<file path="src/rtl/mbox_pkg.sv">
`timescale 1ns/1ps
package mbox_pkg;
    localparam int LANES     = 4;
    localparam int WORD_W    = 32;
    localparam int NUM_DB    = 4;
    localparam int NUM_PORTS = 2;
    localparam int PORT_LOC  = 0;
    localparam int PORT_HOST = 1;

    // doorbell kinds, index into the mask array
    typedef enum logic [1:0] {
        DB_HOST_RD = 2'd0,
        DB_HOST_WR = 2'd1,
        DB_LOC_RD  = 2'd2,
        DB_LOC_WR  = 2'd3
    } db_kind_e;
endpackage

</file>
<file path="src/rtl/mbox_decode.sv">
`timescale 1ns/1ps
module mbox_decode
    import mbox_pkg::*;
#(
    parameter int AW        = 8,
    parameter int NUM_BOX   = 16,
    parameter int MBOX_BASE = 32'hC0,
    parameter int MASK_BASE = 32'hD0,
    parameter int STAT_BASE = 32'hE0
) (
    input  logic                       req,
    input  logic                       we,
    input  logic [AW-3:0]              waddr,
    input  logic [LANES-1:0]           be,
    output logic [NUM_BOX/LANES-1:0]   word_hit,
    output logic [NUM_DB-1:0]          mask_hit,
    output logic                       rstat_hit,
    output logic                       wstat_hit,
    output logic [NUM_BOX-1:0]         box_rd,
    output logic [NUM_BOX-1:0]         box_wr,
    output logic [NUM_DB-1:0]          mask_we,
    output logic [1:0]                 stat_we
);
    localparam int NW = NUM_BOX / LANES;

    logic [NUM_BOX-1:0] touched;
    logic               do_rd;
    logic               do_wr;

    always_comb begin
        do_rd = req && !we;
        do_wr = req && we;
        for (int w = 0; w < NW; w++) begin
            word_hit[w] = (waddr == (AW-2)'((MBOX_BASE >> 2) + w));
        end
        for (int k = 0; k < NUM_DB; k++) begin
            mask_hit[k] = (waddr == (AW-2)'((MASK_BASE >> 2) + k));
        end
        rstat_hit = (waddr == (AW-2)'(STAT_BASE >> 2));
        wstat_hit = (waddr == (AW-2)'((STAT_BASE >> 2) + 1));
        for (int i = 0; i < NUM_BOX; i++) begin
            touched[i] = word_hit[i / LANES] && be[i % LANES];
        end
        box_rd  = do_rd ? touched  : '0;
        box_wr  = do_wr ? touched  : '0;
        mask_we = do_wr ? mask_hit : '0;
        stat_we = do_wr ? {wstat_hit, rstat_hit} : 2'b00;
    end
endmodule

</file>
<file path="src/rtl/mbox_store.sv">
`timescale 1ns/1ps
module mbox_store
    import mbox_pkg::*;
#(
    parameter int NUM_BOX = 16
) (
    input  logic                                 clk,
    input  logic                                 rst_n,
    input  logic [NUM_PORTS-1:0][NUM_BOX-1:0]    wr_en,
    input  logic [NUM_PORTS-1:0][WORD_W-1:0]     wdata,
    output logic [NUM_BOX-1:0][7:0]              bytes_o
);
    typedef struct packed {
        logic [NUM_BOX-1:0][7:0] mem;
    } store_t;

    store_t st_d, st_q;

    // ports walked in ascending order: the host port (index 1) lands last and wins
    always_comb begin
        st_d = st_q;
        for (int p = 0; p < NUM_PORTS; p++) begin
            for (int i = 0; i < NUM_BOX; i++) begin
                if (wr_en[p][i]) begin
                    st_d.mem[i] = wdata[p][(i % LANES)*8 +: 8];
                end
            end
        end
    end

    always_ff @(posedge clk or negedge rst_n) begin
        if (!rst_n) st_q <= '0;
        else        st_q <= st_d;
    end

    assign bytes_o = st_q.mem;
endmodule

</file>
<file path="src/rtl/mbox_ctrl.sv">
`timescale 1ns/1ps
module mbox_ctrl
    import mbox_pkg::*;
#(
    parameter int NUM_BOX = 16,
    parameter int BEW     = (NUM_BOX + 7) / 8
) (
    input  logic                               clk,
    input  logic                               rst_n,
    input  logic [NUM_PORTS-1:0][NUM_BOX-1:0]  box_rd,
    input  logic [NUM_PORTS-1:0][NUM_BOX-1:0]  box_wr,
    input  logic [NUM_PORTS-1:0][NUM_DB-1:0]   mask_we,
    input  logic [NUM_PORTS-1:0][1:0]          stat_we,
    input  logic [NUM_PORTS-1:0][NUM_BOX-1:0]  wdata,
    input  logic [NUM_PORTS-1:0][BEW-1:0]      be,
    output logic [NUM_DB-1:0][NUM_BOX-1:0]     mask_o,
    output logic [NUM_BOX-1:0]                 rstat_o,
    output logic [NUM_BOX-1:0]                 wstat_o,
    output logic                               irq_o
);
    typedef struct packed {
        logic [NUM_DB-1:0][NUM_BOX-1:0] mask;
        logic [NUM_BOX-1:0]             rstat;
        logic [NUM_BOX-1:0]             wstat;
    } ctrl_t;

    ctrl_t              cs_d, cs_q;
    logic [NUM_BOX-1:0] rd_set, wr_set, rd_clr, wr_clr, en;

    always_comb begin
        cs_d   = cs_q;
        // doorbells use the masks held before this edge
        rd_set = (box_rd[PORT_HOST] & cs_q.mask[DB_HOST_RD])
               | (box_rd[PORT_LOC]  & cs_q.mask[DB_LOC_RD]);
        wr_set = (box_wr[PORT_HOST] & cs_q.mask[DB_HOST_WR])
               | (box_wr[PORT_LOC]  & cs_q.mask[DB_LOC_WR]);
        rd_clr = '0;
        wr_clr = '0;
        en     = '0;
        for (int p = 0; p < NUM_PORTS; p++) begin
            for (int b = 0; b < NUM_BOX; b++) begin
                en[b] = be[p][b / 8];
            end
            for (int k = 0; k < NUM_DB; k++) begin
                if (mask_we[p][k]) begin
                    cs_d.mask[k] = (cs_d.mask[k] & ~en) | (wdata[p] & en);
                end
            end
            if (stat_we[p][0]) rd_clr = rd_clr | (wdata[p] & en);
            if (stat_we[p][1]) wr_clr = wr_clr | (wdata[p] & en);
        end
        // a fresh event outranks a clear of the same bit
        cs_d.rstat = (cs_q.rstat & ~rd_clr) | rd_set;
        cs_d.wstat = (cs_q.wstat & ~wr_clr) | wr_set;
    end

    always_ff @(posedge clk or negedge rst_n) begin
        if (!rst_n) cs_q <= '0;
        else        cs_q <= cs_d;
    end

    assign mask_o  = cs_q.mask;
    assign rstat_o = cs_q.rstat;
    assign wstat_o = cs_q.wstat;
    assign irq_o   = |{cs_q.rstat, cs_q.wstat};
endmodule

</file>
<file path="src/rtl/mbox_doorbell.sv">
`timescale 1ns/1ps
module mbox_doorbell
    import mbox_pkg::*;
#(
    parameter int AW        = 8,
    parameter int NUM_BOX   = 16,
    parameter int MBOX_BASE = 32'hC0
) (
    input  logic              clk,
    input  logic              rst_n,
    input  logic              loc_req,
    input  logic              loc_we,
    input  logic [AW-3:0]     loc_addr,
    input  logic [3:0]        loc_be,
    input  logic [31:0]       loc_wdata,
    output logic [31:0]       loc_rdata,
    input  logic              host_req,
    input  logic              host_we,
    input  logic [AW-3:0]     host_addr,
    input  logic [3:0]        host_be,
    input  logic [31:0]       host_wdata,
    output logic [31:0]       host_rdata,
    output logic              irq
);
    localparam int MASK_BASE = MBOX_BASE + NUM_BOX;
    localparam int STAT_BASE = MASK_BASE + NUM_DB * LANES;
    localparam int NW        = NUM_BOX / LANES;
    localparam int BEW       = (NUM_BOX + 7) / 8;

    logic [NUM_PORTS-1:0]              p_req, p_we;
    logic [NUM_PORTS-1:0][AW-3:0]      p_addr;
    logic [NUM_PORTS-1:0][LANES-1:0]   p_be;
    logic [NUM_PORTS-1:0][WORD_W-1:0]  p_wdata;

    logic [NUM_PORTS-1:0][NW-1:0]      word_hit;
    logic [NUM_PORTS-1:0][NUM_DB-1:0]  mask_hit, mask_we;
    logic [NUM_PORTS-1:0]              rstat_hit, wstat_hit;
    logic [NUM_PORTS-1:0][NUM_BOX-1:0] box_rd, box_wr, ctl_wdata;
    logic [NUM_PORTS-1:0][1:0]         stat_we;
    logic [NUM_PORTS-1:0][BEW-1:0]     ctl_be;

    logic [NUM_BOX-1:0][7:0]           box_bytes;
    logic [NUM_DB-1:0][NUM_BOX-1:0]    mask_q;
    logic [NUM_BOX-1:0]                rstat_q, wstat_q;

    assign p_req   = {host_req,   loc_req};
    assign p_we    = {host_we,    loc_we};
    assign p_addr  = {host_addr,  loc_addr};
    assign p_be    = {host_be,    loc_be};
    assign p_wdata = {host_wdata, loc_wdata};

    for (genvar gp = 0; gp < NUM_PORTS; gp++) begin : g_port
        mbox_decode #(
            .AW(AW), .NUM_BOX(NUM_BOX), .MBOX_BASE(MBOX_BASE),
            .MASK_BASE(MASK_BASE), .STAT_BASE(STAT_BASE)
        ) u_dec (
            .req       (p_req[gp]),
            .we        (p_we[gp]),
            .waddr     (p_addr[gp]),
            .be        (p_be[gp]),
            .word_hit  (word_hit[gp]),
            .mask_hit  (mask_hit[gp]),
            .rstat_hit (rstat_hit[gp]),
            .wstat_hit (wstat_hit[gp]),
            .box_rd    (box_rd[gp]),
            .box_wr    (box_wr[gp]),
            .mask_we   (mask_we[gp]),
            .stat_we   (stat_we[gp])
        );
        assign ctl_wdata[gp] = p_wdata[gp][NUM_BOX-1:0];
        assign ctl_be[gp]    = p_be[gp][BEW-1:0];
    end

    mbox_store #(.NUM_BOX(NUM_BOX)) u_store (
        .clk     (clk),
        .rst_n   (rst_n),
        .wr_en   (box_wr),
        .wdata   (p_wdata),
        .bytes_o (box_bytes)
    );

    mbox_ctrl #(.NUM_BOX(NUM_BOX), .BEW(BEW)) u_ctrl (
        .clk     (clk),
        .rst_n   (rst_n),
        .box_rd  (box_rd),
        .box_wr  (box_wr),
        .mask_we (mask_we),
        .stat_we (stat_we),
        .wdata   (ctl_wdata),
        .be      (ctl_be),
        .mask_o  (mask_q),
        .rstat_o (rstat_q),
        .wstat_o (wstat_q),
        .irq_o   (irq)
    );

    // registered read data, one word per port
    typedef struct packed {
        logic [NUM_PORTS-1:0][WORD_W-1:0] rdata;
    } rd_t;

    rd_t                rd_d, rd_q;
    logic [WORD_W-1:0]  rv;

    always_comb begin
        rd_d = rd_q;
        rv   = '0;
        for (int p = 0; p < NUM_PORTS; p++) begin
            rv = '0;
            for (int w = 0; w < NW; w++) begin
                if (word_hit[p][w]) rv = box_bytes[w*LANES +: LANES];
            end
            for (int k = 0; k < NUM_DB; k++) begin
                if (mask_hit[p][k]) rv[NUM_BOX-1:0] = mask_q[k];
            end
            if (rstat_hit[p]) rv[NUM_BOX-1:0] = rstat_q;
            if (wstat_hit[p]) rv[NUM_BOX-1:0] = wstat_q;
            if (p_req[p] && !p_we[p]) rd_d.rdata[p] = rv;
        end
    end

    always_ff @(posedge clk or negedge rst_n) begin
        if (!rst_n) rd_q <= '0;
        else        rd_q <= rd_d;
    end

    assign loc_rdata  = rd_q.rdata[PORT_LOC];
    assign host_rdata = rd_q.rdata[PORT_HOST];
endmodule

</file>
<file path="config.mk">
export PLATFORM = sky130hd
export DESIGN_NAME = mbox_doorbell
export DESIGN_NICKNAME = d
export VERILOG_FILES = /design/src/rtl/mbox_pkg.sv /design/src/rtl/mbox_decode.sv /design/src/rtl/mbox_store.sv /design/src/rtl/mbox_ctrl.sv /design/src/rtl/mbox_doorbell.sv
export SDC_FILE = /design/constraint.sdc
export NUM_CORES = 1
export LEC_CHECK = 0
export ABC_AREA = 0
export BUFFER_PORTS_ARGS = -buffer_cell sky130_fd_sc_hd__buf_2
export CAP_MARGIN = 15
export CELL_PAD_IN_SITES_DETAIL_PLACEMENT = 1
export CELL_PAD_IN_SITES_GLOBAL_PLACEMENT = 2
export CORE_MARGIN = 5
export CORE_UTILIZATION = 25
export DETAILED_ROUTE_END_ITERATION = 7
export GPL_ROUTABILITY_DRIVEN = 0
export PLACE_DENSITY = 0.56
export SLEW_MARGIN = 0
export SYNTH_ARGS = -nofsm -noshare
export SYNTH_HDL_FRONTEND = slang
export SYNTH_SLANG_ARGS = --single-unit
</file>
<file path="constraint.sdc">
create_clock -name clk -period 1.6 [get_ports clk]
set_input_delay 0.08 -clock clk [delete_from_list [all_inputs] [get_ports clk]]
set_output_delay 0.08 -clock clk [all_outputs]
set_load 0.005 [all_outputs]
</file>
# ---- After elaboration in Yosys (flattened, before gate mapping)
# Cells that the tools add are included.
# Widths: inputs -> output; s select.
dict set report word_totals {
  register_bits 288
  input_bits 90
}
dict set report classes {
  n_eq_ne 20
  mux 72
  bitwise_logic 34
  reduce_logical 55
}
# operator count
set op_table {}
lappend op_table {{$mux 16} 28}
lappend op_table {{$and 16x16->16} 16}
lappend op_table {{$mux 32} 8}
lappend op_table {{$mux 8} 32}
lappend op_table {{$or 16x16->16} 14}
lappend op_table {{$eq 6x6->1 const B} 20}
lappend op_table {{$not 16->16} 4}
lappend op_table {{$logic_and 1x1->1} 36}
lappend op_table {{$reduce_bool 2->1} 16}
lappend op_table {{$reduce_or 32->1} 1}
lappend op_table {{$mux 4} 2}
lappend op_table {{$mux 2} 2}
lappend op_table {{$logic_not 1->1} 2}

# ---- Depth between registers and ports, before layout
dict set report logic_depth {
  word_depth 11
  ltp_mapped 8
  mapped_depth_nobuf 5
}

# ---- Modules after synthesis
# Synthesis repeated with hierarchy kept, for this count alone.
dict set report unflattened {
  hier_cells 2056
  area_unflattened_um2 18520.3
}
# mod instances cells_per_inst area_per_inst_um2 seq_area_each_um2
set modules_own_cells {}
lappend modules_own_cells {mbox_doorbell 1 859 6610.1 1601.5}
lappend modules_own_cells {mbox_store 1 544 5965.7 3203.1}
lappend modules_own_cells {mbox_ctrl 1 507 5131.2 2402.3}
lappend modules_own_cells {mbox_decode 2 73 406.6 0.0}

# ---- Worst setup path before layout
# OpenSTA, ideal clock, no wires.
dict set report synth_path {
  path_type {input to register}
  from {input port loc_addr[0]}
  to {register rd_q, in the netlist loc_rdata[25]}
  setup_time_ns 0.121
  arrival_time_ns 1.491
  setup_slack_ns -0.012
  stages 5
  n_path_buf 3
  path_cell_list {buf_2 buf_2 buf_2 mux4_2 a22o_1}
}
dict set report synth_via {
  elab_chain_len 5
  word_cells_on_any_way 8
}
# item line
set synth_rtl {}
lappend synth_rtl {{start, declared} mbox_doorbell.sv:13} ;# input logic [AW-3:0] loc_addr,
lappend synth_rtl {{$eq 6x6->1} mbox_decode.sv:34} ;# word_hit[w] = (waddr == (AW-2)'((MBOX_BASE >> 2) + w));
lappend synth_rtl {{$mux 32 (3 in series)} mbox_doorbell.sv:111} ;# if (word_hit[p][w]) rv = box_bytes[w*LANES +: LANES];
lappend synth_rtl {{$mux 32 (*)} mbox_doorbell.sv:111}
lappend synth_rtl {{end signal, assigned} mbox_doorbell.sv:124} ;# else rd_q <= rd_d;
lappend synth_rtl {{end, declared} mbox_doorbell.sv:102} ;# rd_t rd_d, rd_q;
# Every way passes the cells marked *; elsewhere a longest branch is shown, timed or not.
# A chain may end at the register's enable or synchronous reset.

# ---- Worst setup path after layout
dict set report layout_path {
  from {register u_ctrl.cs_q, in the netlist u_ctrl.wstat_o[10]}
  to {output port irq}
}
dict set report layout_via {
  elab_chain_len 1
}
# item line
set layout_rtl {}
lappend layout_rtl {{start, declared} mbox_ctrl.sv:27} ;# ctrl_t cs_d, cs_q;
lappend layout_rtl {{start signal, assigned} mbox_ctrl.sv:59} ;# else cs_q <= cs_d;
lappend layout_rtl {{$reduce_or 32->1} mbox_ctrl.sv:65} ;# assign irq_o = |{cs_q.rstat, cs_q.wstat};
lappend layout_rtl {{end, declared} mbox_doorbell.sv:23} ;# output logic irq
# No other way between the ends.

==> run_results.csv <==
group,metric,value,unit
status,status,"finished, violations left",
status,violations,"negative setup slack",
cells_and_area,fin_area,24000,sq um
timing,setup_violations,2,
floorplan,rows,96,
synthesis,synth.most_common_cell,"dfrtp_1",
placement,dpl_cell_area,21800,sq um
drt,wl_per_cell,28.2,um
placement,portBuffers,154,
floorplan,dieArea,73900,sq um
flow_run,maxCapViolations,0,
synthesis,synth_xor_area_share,0,%
floorplan,floorplan.initialDensity,25.1,%
synthesis,netlist_top_cells_count,"dfrtp_1, mux2i_1, a21oi_1",
synthesis,yosysSeqAreaShare,42.0,%
synthesis,yosysWarnings,0,
critical_path,rrSetupSlack,-10,ps
global_routing,antenna_found_initial,1,
clock_tree,cts_tree,"built",
critical_path,crit_chain,"nor4_2, buf_4, nand4_1, or2_4, buf_6",
clock_tree,cts.reportedPaths.clkPinSlew,60,ps
critical_path,critPathMaxFanout,4,
synthesis,synthSimpleGateAreaFrac,14.1,%
power_and_ir_drop,p_per_area,880,nW/um^2
cells_and_area,diodes,0,
critical_path,r2r_start,"u_store.bytes_o[35]",
global_routing,grt_usage,23.3,%
timing,max-slew-margin-rel,63.1,%
hold_path,hold_path_depth,4,
cells_and_area,fillers,7633,
timing,rsz0062_at_grt,"true",
power_and_ir_drop,p_leak,0.0112,uW
synthesis,synth_area_per_cell,9.91,sq um
global_routing,grt_pass1_vias,17600,
timing,max_freq,0.501,GHz
cells_and_area,seqCellArea,7210,sq um
clock_tree,clockBufferDepth,3,
global_routing,gr-total-overflow,0,
cells_and_area,final_util,35.1,%
timing,drv_slew,0,
floorplan,die_w,272,um
critical_path,r2r_end,"host_rdata[3]",
critical_path,slowest_stage,"dfrtp_2",
clock_tree,cts_made_buffers,39,
drt,num_vias,16700,
synthesis,syn-cell-area,17200,sq um
hold_path,hold_path.class,"in -> reg",
synthesis,synth-compound-area-share,19.6,%
cells_and_area,syn_to_final_growth,39.8,%
drt,drcViolationCount,0,
drt,dr.pass1.iters,5,
synthesis,ys_ff_latch,288,
timing,hold_viol,0,
placement,hpwlAfterDp,67400,um
clock_tree,worstSkewPairLatency,580,ps
floorplan,core,68300,sq um
synthesis,synthArstFlopShare,100,%
clock_tree,clockRootBuffer,"clkbuf_16",
cells_and_area,multi_input_area,9390,sq um
drt,ant_nets,0,
drt,vias_per_cell,5.34,
cells_and_area,drive_gt1_share,32.7,%
synthesis,ys.flop_type,"dfrtp_1",
timing,worst_slew_pin_slew,548,ps
synthesis,synth_top_family_by_area,"multiplexers",
critical_path,cp_slowest_stage_delay,460,ps
clock_tree,cts_sinks,288,
synthesis,synth_edf_count,0,
power_and_ir_drop,irDropWorstVdd,0.000585,V
global_routing,grt_pass1_wl,128000,um
critical_path,r2r_cells,6,
floorplan,io_pins,155,
timing,hold_ws,23.5,ps
synthesis,yosysTopAreaCellShare,42.0,%
floorplan,fp.dieH,272,um
critical_path,start_kind,"flip-flop",
synthesis,synth-adder-area-share,0,%
hold_path,hp-start,"host_wdata[15]",
timing,post-route-period-util,125,%
hold_path,whs_endpoint,"u_store.bytes_o[111]",
synthesis,synth.largest_area_cell,"dfrtp_1",
placement,dp_slack,-373,ps
timing,fin_crit,2000,ps
drt,drt_iter0_drc,1232,
timing,setup_slack,-395,ps
synthesis,synth_cell_type_count,65,
global_routing,grt_start_max_net_pins,60,
synthesis,syn-num-nets,1820,
critical_path,worstSetupPathType,"reg -> out",
critical_path,cp_data_arrival_time,1920,ps
clock_tree,cts_htree_levels,2,
synthesis,synth_area_leaders,"dfrtp_1, mux2i_1, mux4_2",
cells_and_area,num-nets-final,2310,
synthesis,syn_inst,1730,
critical_path,required,1520,ps
critical_path,worstSetupEndpointType,"primary output",
drt,wirelength,88200,um
timing,finClkSkew,20.1,ps
synthesis,synth_mux_area_share,20.0,%
==> per-layer routing <==
| layer | wire length [um] | share of wire (%) | vias up | GRT usage (%) |
|---|---|---|---|---|
| li1 | - | - | 7480 | - |
| met3 | 4640 | 5.3 | 107 | 3.97 |
| met1 | 40300 | 46 | 8653 | 32.1 |
| met5 | 6 | 0.0068 | - | 0 |
| met4 | 2210 | 2.5 | 2 | 5.75 |
| met2 | 41000 | 46 | 475 | 38.1 |
==> registers in the layout (all words and copies together) (netlist names) <==
name / flops
u_ctrl.rstat_o: 16
u_ctrl.mask_o: 64
host_rdata: 32
loc_rdata: 32
u_ctrl.wstat_o: 16
u_store.bytes_o: 128
==> power by group <==
part           switching (uW)  internal (uW)
clock                    3550           5090
sequential                642           7940
combinational            2070           1800
total                    6270          14800
==> logic make-up (layout without fill, tap and decap cells) <==
| logic type | Yosys count | after routing |
|---|---|---|
| AO/OA/AOI/OAI | 524 | 524 |
| buffers and inverters | 165 | 682 |
| flip-flops | 288 | 288 |
| multiplexers | 285 | 285 |
| AND/OR/NAND/NOR | 468 | 468 |
==> final cells by class <==
type                            count  area share (%)
Clock buffer                       60            4.95
Clock inverter                      8           0.240
Inverter                           21           0.329
Multi-Input combinational cell   1277            39.2
Sequential cell                   288            30.1
Tap cell                          882            4.60
Timing Repair Buffer              593            20.6
==> what timing repair did <==
action	in CTS	in global routing
endpoints found under the setup margin	10	19
hold buffers	68	0
hold endpoints to repair	418	0
pin swaps	12	19
setup buffers	2	7
gates resized for setup	22	30
==> cell usage in the layout (no fill, tap or decap), types with 6 or more instances in the layout <==
master	instances
a21o_1	9
mux2_2	19
buf_12	55
nand2_2	13
mux2i_1	221
nand2_1	114
a22oi_1	30
clkbuf_8	11
and3_1	23
nand3_1	36
buf_4	318
clkbuf_16	40
a21boi_0	8
o21ai_1	51
a221oi_1	22
dlygate4sd3_1	67
nor3_2	9
nor2_1	165
a22o_1	40
a21oi_1	169
a221o_1	28
dfrtp_1	285
o221ai_1	9
nand4b_1	7
a211oi_2	6
mux4_2	44
nor2_4	9
or3_1	8
nor2b_1	10
nand4_1	20
buf_2	149
clkbuf_1	9
a211oi_1	8
nor4_2	7
inv_1	20
o21ai_0	82
o211ai_1	12
o22ai_1	15
==> worst max-delay path: cells and delay by family, from the launching register on <==
family	cells	cell delay, ps
simple gates	3	620
flops	1	460
buf+inv	2	270
==> how the worst max path moves through the flow <==
stage                  startpoint        endpoint  depth (start not counted)
2_1_floorplan        host_addr[0]  host_rdata[16]                          5
3_3_place_gp         host_addr[0]   host_rdata[3]                          8
3_5_place_dp         host_addr[0]   host_rdata[3]                          8
4_1_cts        u_ctrl.rstat_o[10]             irq                          5
5_1_grt        u_ctrl.wstat_o[10]             irq                          5
6_report       u_ctrl.wstat_o[10]             irq                          5
==> stage by stage <==
step / cells / power, uW / TNS [ps]
detailed placement: 2988 / 12400 / -29620
global route: 3129 / 22000 / -585
floorplan: 1730 / 10200 / 0
CTS: 3125 / 21300 / -459
global placement: 2988 / 12300 / -23630
finish: 3129 / 21100 / -409
(Power assumes the default switching activity.)
